**config.mk**
```make
export PLATFORM = sky130hd
export DESIGN_NAME = page_ecc
export DESIGN_NICKNAME = d
export VERILOG_FILES = /design/src/rtl/ecc_pkg.sv /design/src/rtl/ecc_position.sv /design/src/rtl/ecc_accum.sv /design/src/rtl/ecc_syndrome.sv /design/src/rtl/page_ecc.sv
export SDC_FILE = /design/constraint.sdc
export NUM_CORES = 1
export LEC_CHECK = 0
export BUFFER_PORTS_ARGS = -buffer_cell sky130_fd_sc_hd__buf_2
export CAP_MARGIN = 20
export CORE_MARGIN = 2
export CORE_UTILIZATION = 50
export CTS_CLUSTER_DIAMETER = 60
export DETAILED_ROUTE_END_ITERATION = 8
export PLACE_DENSITY = 0.7
export SLEW_MARGIN = 40
export SYNTH_ARGS = -nofsm -noshare
export SYNTH_HDL_FRONTEND = slang
export SYNTH_SLANG_ARGS = --single-unit
export TNS_END_PERCENT = 50
```
**constraint.sdc**
```tcl
create_clock -name clk -period 7.35 [get_ports clk]
set_input_delay 1.8375 -clock clk [delete_from_list [all_inputs] [get_ports clk]]
set_output_delay 1.8375 -clock clk [all_outputs]
set_load 0.01 [all_outputs]
```
**src/rtl/ecc_pkg.sv**
```systemverilog
package ecc_pkg;

    localparam int BUS_W      = 16;
    localparam int NARROW_W   = 8;
    localparam int BIT_W      = 4;
    localparam int WORD_W     = 12;
    localparam int LOC_W      = BIT_W + WORD_W;
    localparam int IDX_W      = 13;
    localparam int BASE_DATA  = 512;
    localparam int BASE_PAGE  = 528;
    localparam int CHK_BYTES  = 4;
    localparam int CHK_W      = CHK_BYTES * 8;

    typedef logic [LOC_W-1:0] loc_t;
    typedef logic [IDX_W-1:0] idx_t;

    typedef enum logic [1:0] {
        PG_528  = 2'd0,
        PG_1056 = 2'd1,
        PG_2112 = 2'd2,
        PG_4224 = 2'd3
    } page_mode_e;

    typedef enum logic [1:0] {
        PH_DATA  = 2'd0,
        PH_CHECK = 2'd1,
        PH_SPARE = 2'd2
    } phase_e;

    typedef struct packed {
        loc_t p;
        loc_t np;
    } par_pair_t;

    typedef struct packed {
        logic rec;
        logic mul;
        logic chk;
    } ecc_flags_t;

    // Beats in the data area for a mode and bus width
    function automatic idx_t data_beats(page_mode_e m, logic wide);
        idx_t v;
        v = idx_t'(BASE_DATA) << m;
        return wide ? (v >> 1) : v;
    endfunction

    // Beats in a full page (data plus spare)
    function automatic idx_t page_beats(page_mode_e m, logic wide);
        idx_t v;
        v = idx_t'(BASE_PAGE) << m;
        return wide ? (v >> 1) : v;
    endfunction

    function automatic idx_t check_beats(logic wide);
        return wide ? idx_t'(CHK_BYTES / 2) : idx_t'(CHK_BYTES);
    endfunction

    // Parity contribution of one beat at a given word index
    function automatic par_pair_t beat_parity(logic [BUS_W-1:0] d, logic wide,
                                              logic [WORD_W-1:0] word);
        par_pair_t r;
        loc_t      acc;
        logic      odd;
        acc = '0;
        odd = 1'b0;
        for (int b = 0; b < BUS_W; b++) begin
            if ((b < NARROW_W || wide) && d[b]) begin
                acc = acc ^ {word, BIT_W'(b)};
                odd = ~odd;
            end
        end
        r.p  = acc;
        r.np = acc ^ {LOC_W{odd}};
        return r;
    endfunction

    // Sort a syndrome into the reported outcome
    function automatic ecc_flags_t classify(loc_t sp, loc_t sn);
        ecc_flags_t f;
        int         n;
        f = '0;
        n = $countones({sp, sn});
        if (n == 0) begin
            f = '0;
        end else if ((sp ^ sn) == {LOC_W{1'b1}}) begin
            f.rec = 1'b1;
        end else if (n == 1) begin
            f.rec = 1'b1;
            f.chk = 1'b1;
        end else begin
            f.rec = 1'b1;
            f.mul = 1'b1;
        end
        return f;
    endfunction

endpackage

```
**src/rtl/ecc_position.sv**
```systemverilog
module ecc_position
    import ecc_pkg::*;
(
    input  logic       clk,
    input  logic       rst,
    input  logic       clr,
    input  logic       stb,
    input  page_mode_e mode,
    input  logic       wide,
    output idx_t       idx,
    output phase_e     phase,
    output logic [1:0] slot,
    output logic       last_chk,
    output logic       wrap,
    output idx_t       page_len
);

    idx_t dlen;
    idx_t clen;

    assign dlen     = data_beats(mode, wide);
    assign clen     = check_beats(wide);
    assign page_len = page_beats(mode, wide);

    always_comb begin
        if (idx < dlen)
            phase = PH_DATA;
        else if (idx < dlen + clen)
            phase = PH_CHECK;
        else
            phase = PH_SPARE;
    end

    assign slot     = 2'(idx - dlen);
    assign last_chk = (idx == dlen + clen - 1'b1);
    assign wrap     = stb && (idx == page_len - 1'b1);

    always_ff @(posedge clk) begin
        if (rst || clr)
            idx <= '0;
        else if (stb)
            idx <= wrap ? '0 : idx + 1'b1;
    end

endmodule

```
**src/rtl/ecc_accum.sv**
```systemverilog
module ecc_accum
    import ecc_pkg::*;
(
    input  logic              clk,
    input  logic              rst,
    input  logic              clr,
    input  logic              wrap,
    input  logic              take,
    input  logic              wide,
    input  logic [BUS_W-1:0]  din,
    input  logic [WORD_W-1:0] word,
    output par_pair_t         acc
);

    par_pair_t step;

    assign step = beat_parity(din, wide, word);

    always_ff @(posedge clk) begin
        if (rst || clr || wrap)
            acc <= '0;
        else if (take)
            acc <= acc ^ step;
    end

endmodule

```
**src/rtl/ecc_syndrome.sv**
```systemverilog
module ecc_syndrome
    import ecc_pkg::*;
(
    input  logic             clk,
    input  logic             rst,
    input  logic             clr,
    input  logic             take,
    input  logic             last,
    input  logic [1:0]       slot,
    input  logic             wide,
    input  logic [BUS_W-1:0] din,
    input  par_pair_t        calc,
    output ecc_flags_t       flags,
    output loc_t             loc
);

    logic [CHK_W-1:0] store_q;
    logic [CHK_W-1:0] store_d;
    loc_t             syn_p;
    loc_t             syn_n;

    // Place the incoming beat at its byte or half-word slot
    always_comb begin
        store_d = store_q;
        if (wide)
            store_d[{slot[0], 4'b0000} +: BUS_W] = din;
        else
            store_d[{slot, 3'b000} +: NARROW_W] = din[NARROW_W-1:0];
    end

    assign syn_p = calc.p  ^ store_d[LOC_W-1:0];
    assign syn_n = calc.np ^ store_d[CHK_W-1:LOC_W];

    always_ff @(posedge clk) begin
        if (rst || clr) begin
            store_q <= '0;
            flags   <= '0;
            loc     <= '0;
        end else if (take) begin
            store_q <= store_d;
            if (last) begin
                flags <= classify(syn_p, syn_n);
                loc   <= syn_p;
            end
        end
    end

endmodule

```
**src/rtl/page_ecc.sv**
```systemverilog
module page_ecc
    import ecc_pkg::*;
(
    input  logic        clk,
    input  logic        rst,
    input  logic        soft_clr,
    input  logic        strobe,
    input  logic        wide,
    input  logic [1:0]  page_mode,
    input  logic [15:0] din,
    output logic [15:0] par_o,
    output logic [15:0] npar_o,
    output logic [15:0] loc_o,
    output logic        rec_err,
    output logic        mul_err,
    output logic        chk_err
);

    idx_t       pos_idx;
    idx_t       pos_len;
    phase_e     pos_phase;
    logic [1:0] pos_slot;
    logic       pos_last;
    logic       pos_wrap;
    par_pair_t  acc;
    ecc_flags_t flags;
    loc_t       loc;
    logic       take_data;
    logic       take_chk;

    ecc_position u_pos (
        .clk      (clk),
        .rst      (rst),
        .clr      (soft_clr),
        .stb      (strobe),
        .mode     (page_mode_e'(page_mode)),
        .wide     (wide),
        .idx      (pos_idx),
        .phase    (pos_phase),
        .slot     (pos_slot),
        .last_chk (pos_last),
        .wrap     (pos_wrap),
        .page_len (pos_len)
    );

    assign take_data = strobe && !soft_clr && (pos_phase == PH_DATA);
    assign take_chk  = strobe && !soft_clr && (pos_phase == PH_CHECK);

    ecc_accum u_acc (
        .clk  (clk),
        .rst  (rst),
        .clr  (soft_clr),
        .wrap (pos_wrap),
        .take (take_data),
        .wide (wide),
        .din  (din),
        .word (pos_idx[WORD_W-1:0]),
        .acc  (acc)
    );

    ecc_syndrome u_syn (
        .clk   (clk),
        .rst   (rst),
        .clr   (soft_clr),
        .take  (take_chk),
        .last  (pos_last),
        .slot  (pos_slot),
        .wide  (wide),
        .din   (din),
        .calc  (acc),
        .flags (flags),
        .loc   (loc)
    );

    assign par_o   = acc.p;
    assign npar_o  = acc.np;
    assign loc_o   = loc;
    assign rec_err = flags.rec;
    assign mul_err = flags.mul;
    assign chk_err = flags.chk;

endmodule

```
Word-level counts from Yosys, hierarchy flattened:

Index checks and enable logic that the tools add are counted.

* register bits after elaboration: 96
* latch bits: 0
* RAM bits: 0
* ROM bits: 0
* input bits: 23
* memories kept: 0

* add/subtract/negate cells: 38
* $mul: 0
* div/mod/pow operators: 0
* $lt $le $gt $ge: 2
* eq/ne operators: 5
* shift operators: 6
* muxes and demuxes: 45
* bitwise logic cells: 35
* reductions and logical operators: 18

Operator list (count)
* $add 32x32->32: 15
* $xor 16x16->16: 19
* $mux 16: 16
* $bwmux 32: 2
* $mux 13: 3
* $add 1x1->2: 16
* $eq 32x2->1 const B: 1
* $logic_not 32->1: 1
* $mux 32: 1
* $shift 16x7->32 const A: 1
* $shift 8x7->32 const A: 1
* $shiftx 16x7->32: 1
* $shiftx 8x7->32: 1
* $xor 32x32->32: 1
* $eq 13x13->1: 2
* $lt 13x13->1: 2
* $shl 10x2->13 const A: 2
* $sub 13x1->13 const B: 2
* $mux 1: 18
* $eq 16x16->1 const B: 1
* $not 1->1: 15
* $neg 5->7: 2
* $add 13x1->13 const B: 1
* $add 13x3->13: 1
* 9 further kinds: 24

Depth between registers and ports, before layout:

* depth after elaboration: 33
* mapped depth: 28
* mapped depth without buffers: 26

Cells and area by module:

Synthesis repeated with hierarchy kept, for this count alone.

* cells, all modules: 782
* area, all modules: 7074.3 sq um

By module, submodules not included
* ecc_syndrome: instances 1, cells an instance 447, area each 4247.8 sq um, seq. area each 1021.0 sq um
* ecc_accum: instances 1, cells an instance 179, area each 1602.8 sq um, seq. area each 640.6 sq um
* ecc_position: instances 1, cells an instance 154, area each 1196.1 sq um, seq. area each 260.2 sq um
* page_ecc: instances 1, cells an instance 2, area each 27.5 sq um, seq. area each 0.0 sq um

Worst setup path after synthesis:

Ideal clock, no wire load.

* kind: in2reg
* start point: input port wide
* end point: register, netlist name u_syn.flags[0]
* arrival time: 6.861 ns
* required time: 7.281 ns
* path slack: 0.419 ns
* stages: 24
* path buffers: 2
* cells stage by stage: buf_4 > buf_2 > a221oi_1 > a21oi_1 > xor2_1 > ha_1 > inv_1 > fa_1 > inv_1 > fa_1 > inv_1 > fa_1 > fa_1 > inv_1 > fa_1 > ha_1 > inv_1 > fa_1 > nand2b_1 > nor4_1 > o21ai_0 > inv_1 > nand4_1 > o21ai_1

* word-level cells in the longest chain between the ends: 16

RTL lines
* start: declaration: line page_ecc.sv:8 `input logic wide,`
* $mux 13: line ecc_pkg.sv:45 `return wide ? (v >> 1) : v;`
* $sub 2x2->2: line ecc_position.sv:34 `assign slot = 2'(idx - dlen);`
* $neg 5->7 (on tied branches): line ecc_syndrome.sv:26, ecc_syndrome.sv:28
* $shiftx 16x7->32 (tied with other cells): line ecc_syndrome.sv:26 `store_d[{slot[0], 4'b0000} +: BUS_W] = din;`
* $bwmux 32 (on tied branches): line ecc_syndrome.sv:26, ecc_syndrome.sv:28
* $mux 32 (*): line ecc_syndrome.sv:25 `if (wide)`
* $xor 16x16->16 (*): line ecc_syndrome.sv:31 `assign syn_p = calc.p ^ store_d[LOC_W-1:0];`
* via u_syn.syn_p[9]: line ecc_syndrome.sv:19 `loc_t syn_p;`
* $add 1x1->2 (implied by the code): line ecc_pkg.sv:83 `n = $countones({sp, sn});`
* $add 32x32->32 (implied by the code) (4 in a row): line ecc_pkg.sv:83
* $eq 32x2->1: line ecc_pkg.sv:88 `end else if (n == 1) begin`
* $mux 1: line ecc_pkg.sv:88
* $mux 2: line ecc_pkg.sv:86 `end else if ((sp ^ sn) == {LOC_W{1'b1}}) begin`
* $mux 3 (*): line ecc_pkg.sv:84 `if (n == 0) begin`

The timed path passes the listed nets; every way through them passes the cells marked *.
A chain may end at the register's enable or synchronous reset.

Worst setup path in the final report:

* start point: input port wide
* end point: register, netlist name u_syn.flags[0]

* word-level cells in the longest chain between the ends: 16

RTL lines (line)
* $mux 13: ecc_pkg.sv:45
* $sub 2x2->2: ecc_position.sv:34
* $neg 5->7 (on tied branches): ecc_syndrome.sv:26, ecc_syndrome.sv:28
* $shiftx 16x7->32 (tied with other cells): ecc_syndrome.sv:26
* $bwmux 32 (on tied branches): ecc_syndrome.sv:26, ecc_syndrome.sv:28
* $mux 32 (*): ecc_syndrome.sv:25
* $xor 16x16->16 (*): ecc_syndrome.sv:31
* via u_syn.syn_p[4]: ecc_syndrome.sv:19
* $add 1x1->2 (implied by the code): ecc_pkg.sv:83
* $add 32x32->32 (implied by the code) (4 in a row): ecc_pkg.sv:83
* $eq 32x2->1: ecc_pkg.sv:88
* $mux 1: ecc_pkg.sv:88
* $mux 2: ecc_pkg.sv:86
* $mux 3 (*): ecc_pkg.sv:84

Marks and branches as above.

==> metrics.csv <==
metric,value,unit
clock-pin slew on the worst setup and hold paths,70,ps
Synth Warn #,0,
Layout area overhead,12.92,%
hold crit path type,flip-flop to flip-flop,
final instance area,7654,µm²
Core ar.,13240,µm²
Setup CP Type,input pin to flip-flop,
total power,1.843,mW
initial antenna violation count,0,
Via density,5.436,
crit path time final,6986,ps
Starting DRT DRC Count,519,
startpoint types,input pin,
max_cap viols,0,
fin crit share,95.05,%
Synth cell types,56,
Placement Cell Area,7337,µm²
Critical Path Sink Type,flip-flop,
iteration count of the initial detailed-routing pass,5,
Sw Pwr,0.6794,mW
Avg WL per Cell,17.37,µm
"Gates resized, CTS repair",0,
Logic pwr share,44.1,%
Tot GR Track Use,26.11,%
most frequent cells after synthesis,"nor2_1, dfxtp_1, nand2_1",
part of the power in registers,29.1,%
CTS buffer count,9,
setup_tns,0,ps
"Seq/Total Area, Yosys",28.36,%
full die area,14500,µm²
Detail Route Antenna Nets,0,
Max Transition Viols Final,0,
top_reg_cell synth,dfxtp_1,
slew margin rel.,49.58,%
Area contributors post-synth,"dfxtp_1, xor2_1, xnor2_1",
Initial Util,51.18,%
Residual DRC,0,
CTS max path bufs,2,
Die Span X,120.4,µm
dpl cells,1028,
# Post-CTS Setup Buffers,0,
first-pass GRT wire length,29060,µm
Synth area leader,dfxtp_1,
hold_buf cts,0,
"EDFF count, synth",0,
"count leader, synth",nor2_1,
largest net degree at the start of global routing,41,
clock share of power,26.7,%
"Setup violations, final",0,
ANT cells,0,
Worst IR Drop VDD,0.2083,mV
status,"finished, final reports clean",
Sw Share,36.86,%
leakage,3.440,nW
Max Clock Skew,9.644,ps
Top Ports,74,
layout cell share with drive strength beyond 1,16.11,%
Critical Path AT,7290,ps
Crit Path Max Fanout,9,
Synth Register Bits,96,
clk root buf,clkbuf_16,
async set-reset flop share out of synthesis,0,%
Row Count,42,
clock latency at the later pin of the worst-skew pair,360,ps
Post-Route WL,18150,µm
worst-margin pin slew,754.2,ps
Cell Pwr Density,240.8,nW/µm²
Worst EP required,7650,ps
dpl hpwl,14020,µm
port bufs,73,
cell-internal power,1.164,mW
instance count of the mapped netlist,795,
die height,120.4,µm
Yosys top cell area share,28.36,%
RSZ-0062 raised after global routing,no,
fmax,143.1,MHz
Final GP Congestion,0.9330,
vias in the first global route,5403,
Synth Net Count,881,
final hold viol count,0,
Mean Syn Cell Area,8.525,µm²
fin nets,950,
TritonCTS sink count,96,
Final Non-Filler Cells,1045,
GR Overflow Total,0,
Netlist Area Pre-Place,6778,µm²
CTS tree,yes,
Max H-tree Level,3,
vias,5681,
kinds of logic (layout without fill, tap and decap cells):
group	Yosys count	after routing	share of synthesized area, %
mux	14	14	2.141
compound gates	126	126	13.31
xor+xnor	129	129	16.89
fa+ha+maj	63	63	14.51
flops	96	96	28.36
buf+inv	104	178	7.144
simple gates	263	263	17.65
critical path, stage by stage:
cell      delay (ps)
buf_2            160
and2b_4          210
a21oi_4          240
a22oi_1          130
xnor2_1          350
ha_1             300
inv_1             80
fa_1             460
fa_1             470
fa_1             500
fa_1             540
inv_1             50
fa_1             530
ha_1             170
inv_1             50
fa_1             480
nand2b_1          60
nor4_1           170
o21ai_0          190
inv_1             80
nand4_1           90
o21ai_1          130
per-stage QoR:
stage / hold WS [ps] / worst slack, ps / utilization, %
after floorplan: 454.1 / 419.5 / -
after global placement: 436.7 / 130.9 / 55.40
after detailed placement: 442.7 / 21.72 / 55.40
after CTS: 450.3 / 378.9 / 57.72
after global routing: 461.6 / 89.59 / 57.79
final: 448.4 / 363.7 / 57.79
flip-flops by register name, summed over array words and instances, names as in the netlist:
signal and flops:
u_syn.flags 3, u_pos.idx 13, u_acc.acc 32, u_syn.store_q 32, u_syn.loc 16
final timing paths:
| kind | from | to | slack, ps | cells past startpoint |
|---|---|---|---|---|
| setup / recovery | wide | u_syn.flags[0]$_SDFFE_PP0P_ | 360 | 22 |
| hold / removal | u_syn.loc[6]$_SDFFE_PP0P_ | u_syn.loc[6]$_SDFFE_PP0P_ | 450 | 2 |
| setup reg to reg | u_pos.idx[0]$_SDFFE_PP0P_ | u_syn.flags[0]$_SDFFE_PP0P_ | 770 | 24 |
| hold reg to reg | u_syn.loc[6]$_SDFFE_PP0P_ | u_syn.loc[6]$_SDFFE_PP0P_ | 450 | 2 |
power groups by stage:
stage | logic [mW] | registers, mW | clock network, mW
after floorplan | 0.623 | 0.548 | 0
after global placement | 0.785 | 0.549 | 0
after detailed placement | 0.808 | 0.549 | 0
after CTS | 0.817 | 0.537 | 0.499
after global routing | 0.926 | 0.537 | 0.523
final | 0.813 | 0.537 | 0.493
metal layers:
| metal | track usage, % | wire length, µm | vias to the layer above | part of all wire [%] |
|---|---|---|---|---|
| li1 | - | - | 2761 | - |
| met1 | 35.69 | 8246 | 2711 | 45 |
| met2 | 41.67 | 8450 | 181 | 47 |
| met3 | 4.057 | 1002 | 28 | 5.5 |
| met4 | 9.811 | 448 | 0 | 2.5 |
| met5 | 0 | 0 | - | 0 |
cell usage in the layout, fill, tap and decap left out, types with 2 or more instances in the layout:
master and count:
o21ai_1 2, inv_6 2, o211a_1 10, dfxtp_1 96
a21o_1 3, xor2_1 68, nor2b_1 6, or3_1 2
mux2i_1 12, a21oi_4 2, nand2b_1 9, a221oi_1 10
inv_2 2, clkbuf_16 9, o32ai_1 2, a21oi_1 38
a22oi_1 38, nor4_1 2, o21ai_2 2, and2_1 5
inv_1 52, nor2_1 113, nor3_4 2, xnor2_1 60
nand3_1 8, nand3b_1 2, nand2_1 85, o21a_1 2
nor3_1 4, buf_2 73, nand4_1 10, o21ai_0 12
ha_1 37, and3_1 4, buf_4 35, fa_1 26
final cells by class:
cell class                      count  area (µm²)
Timing Repair Buffer              108       628.1
Clock inverter                      5       63.81
Multi-Input combinational cell    595        4374
Tap cell                          176       220.2
Sequential cell                    96        1922
Fill cell                        1247        5589
Clock buffer                       11       242.7
Inverter                           54       202.7
Power figures use the tool's default switching activity.
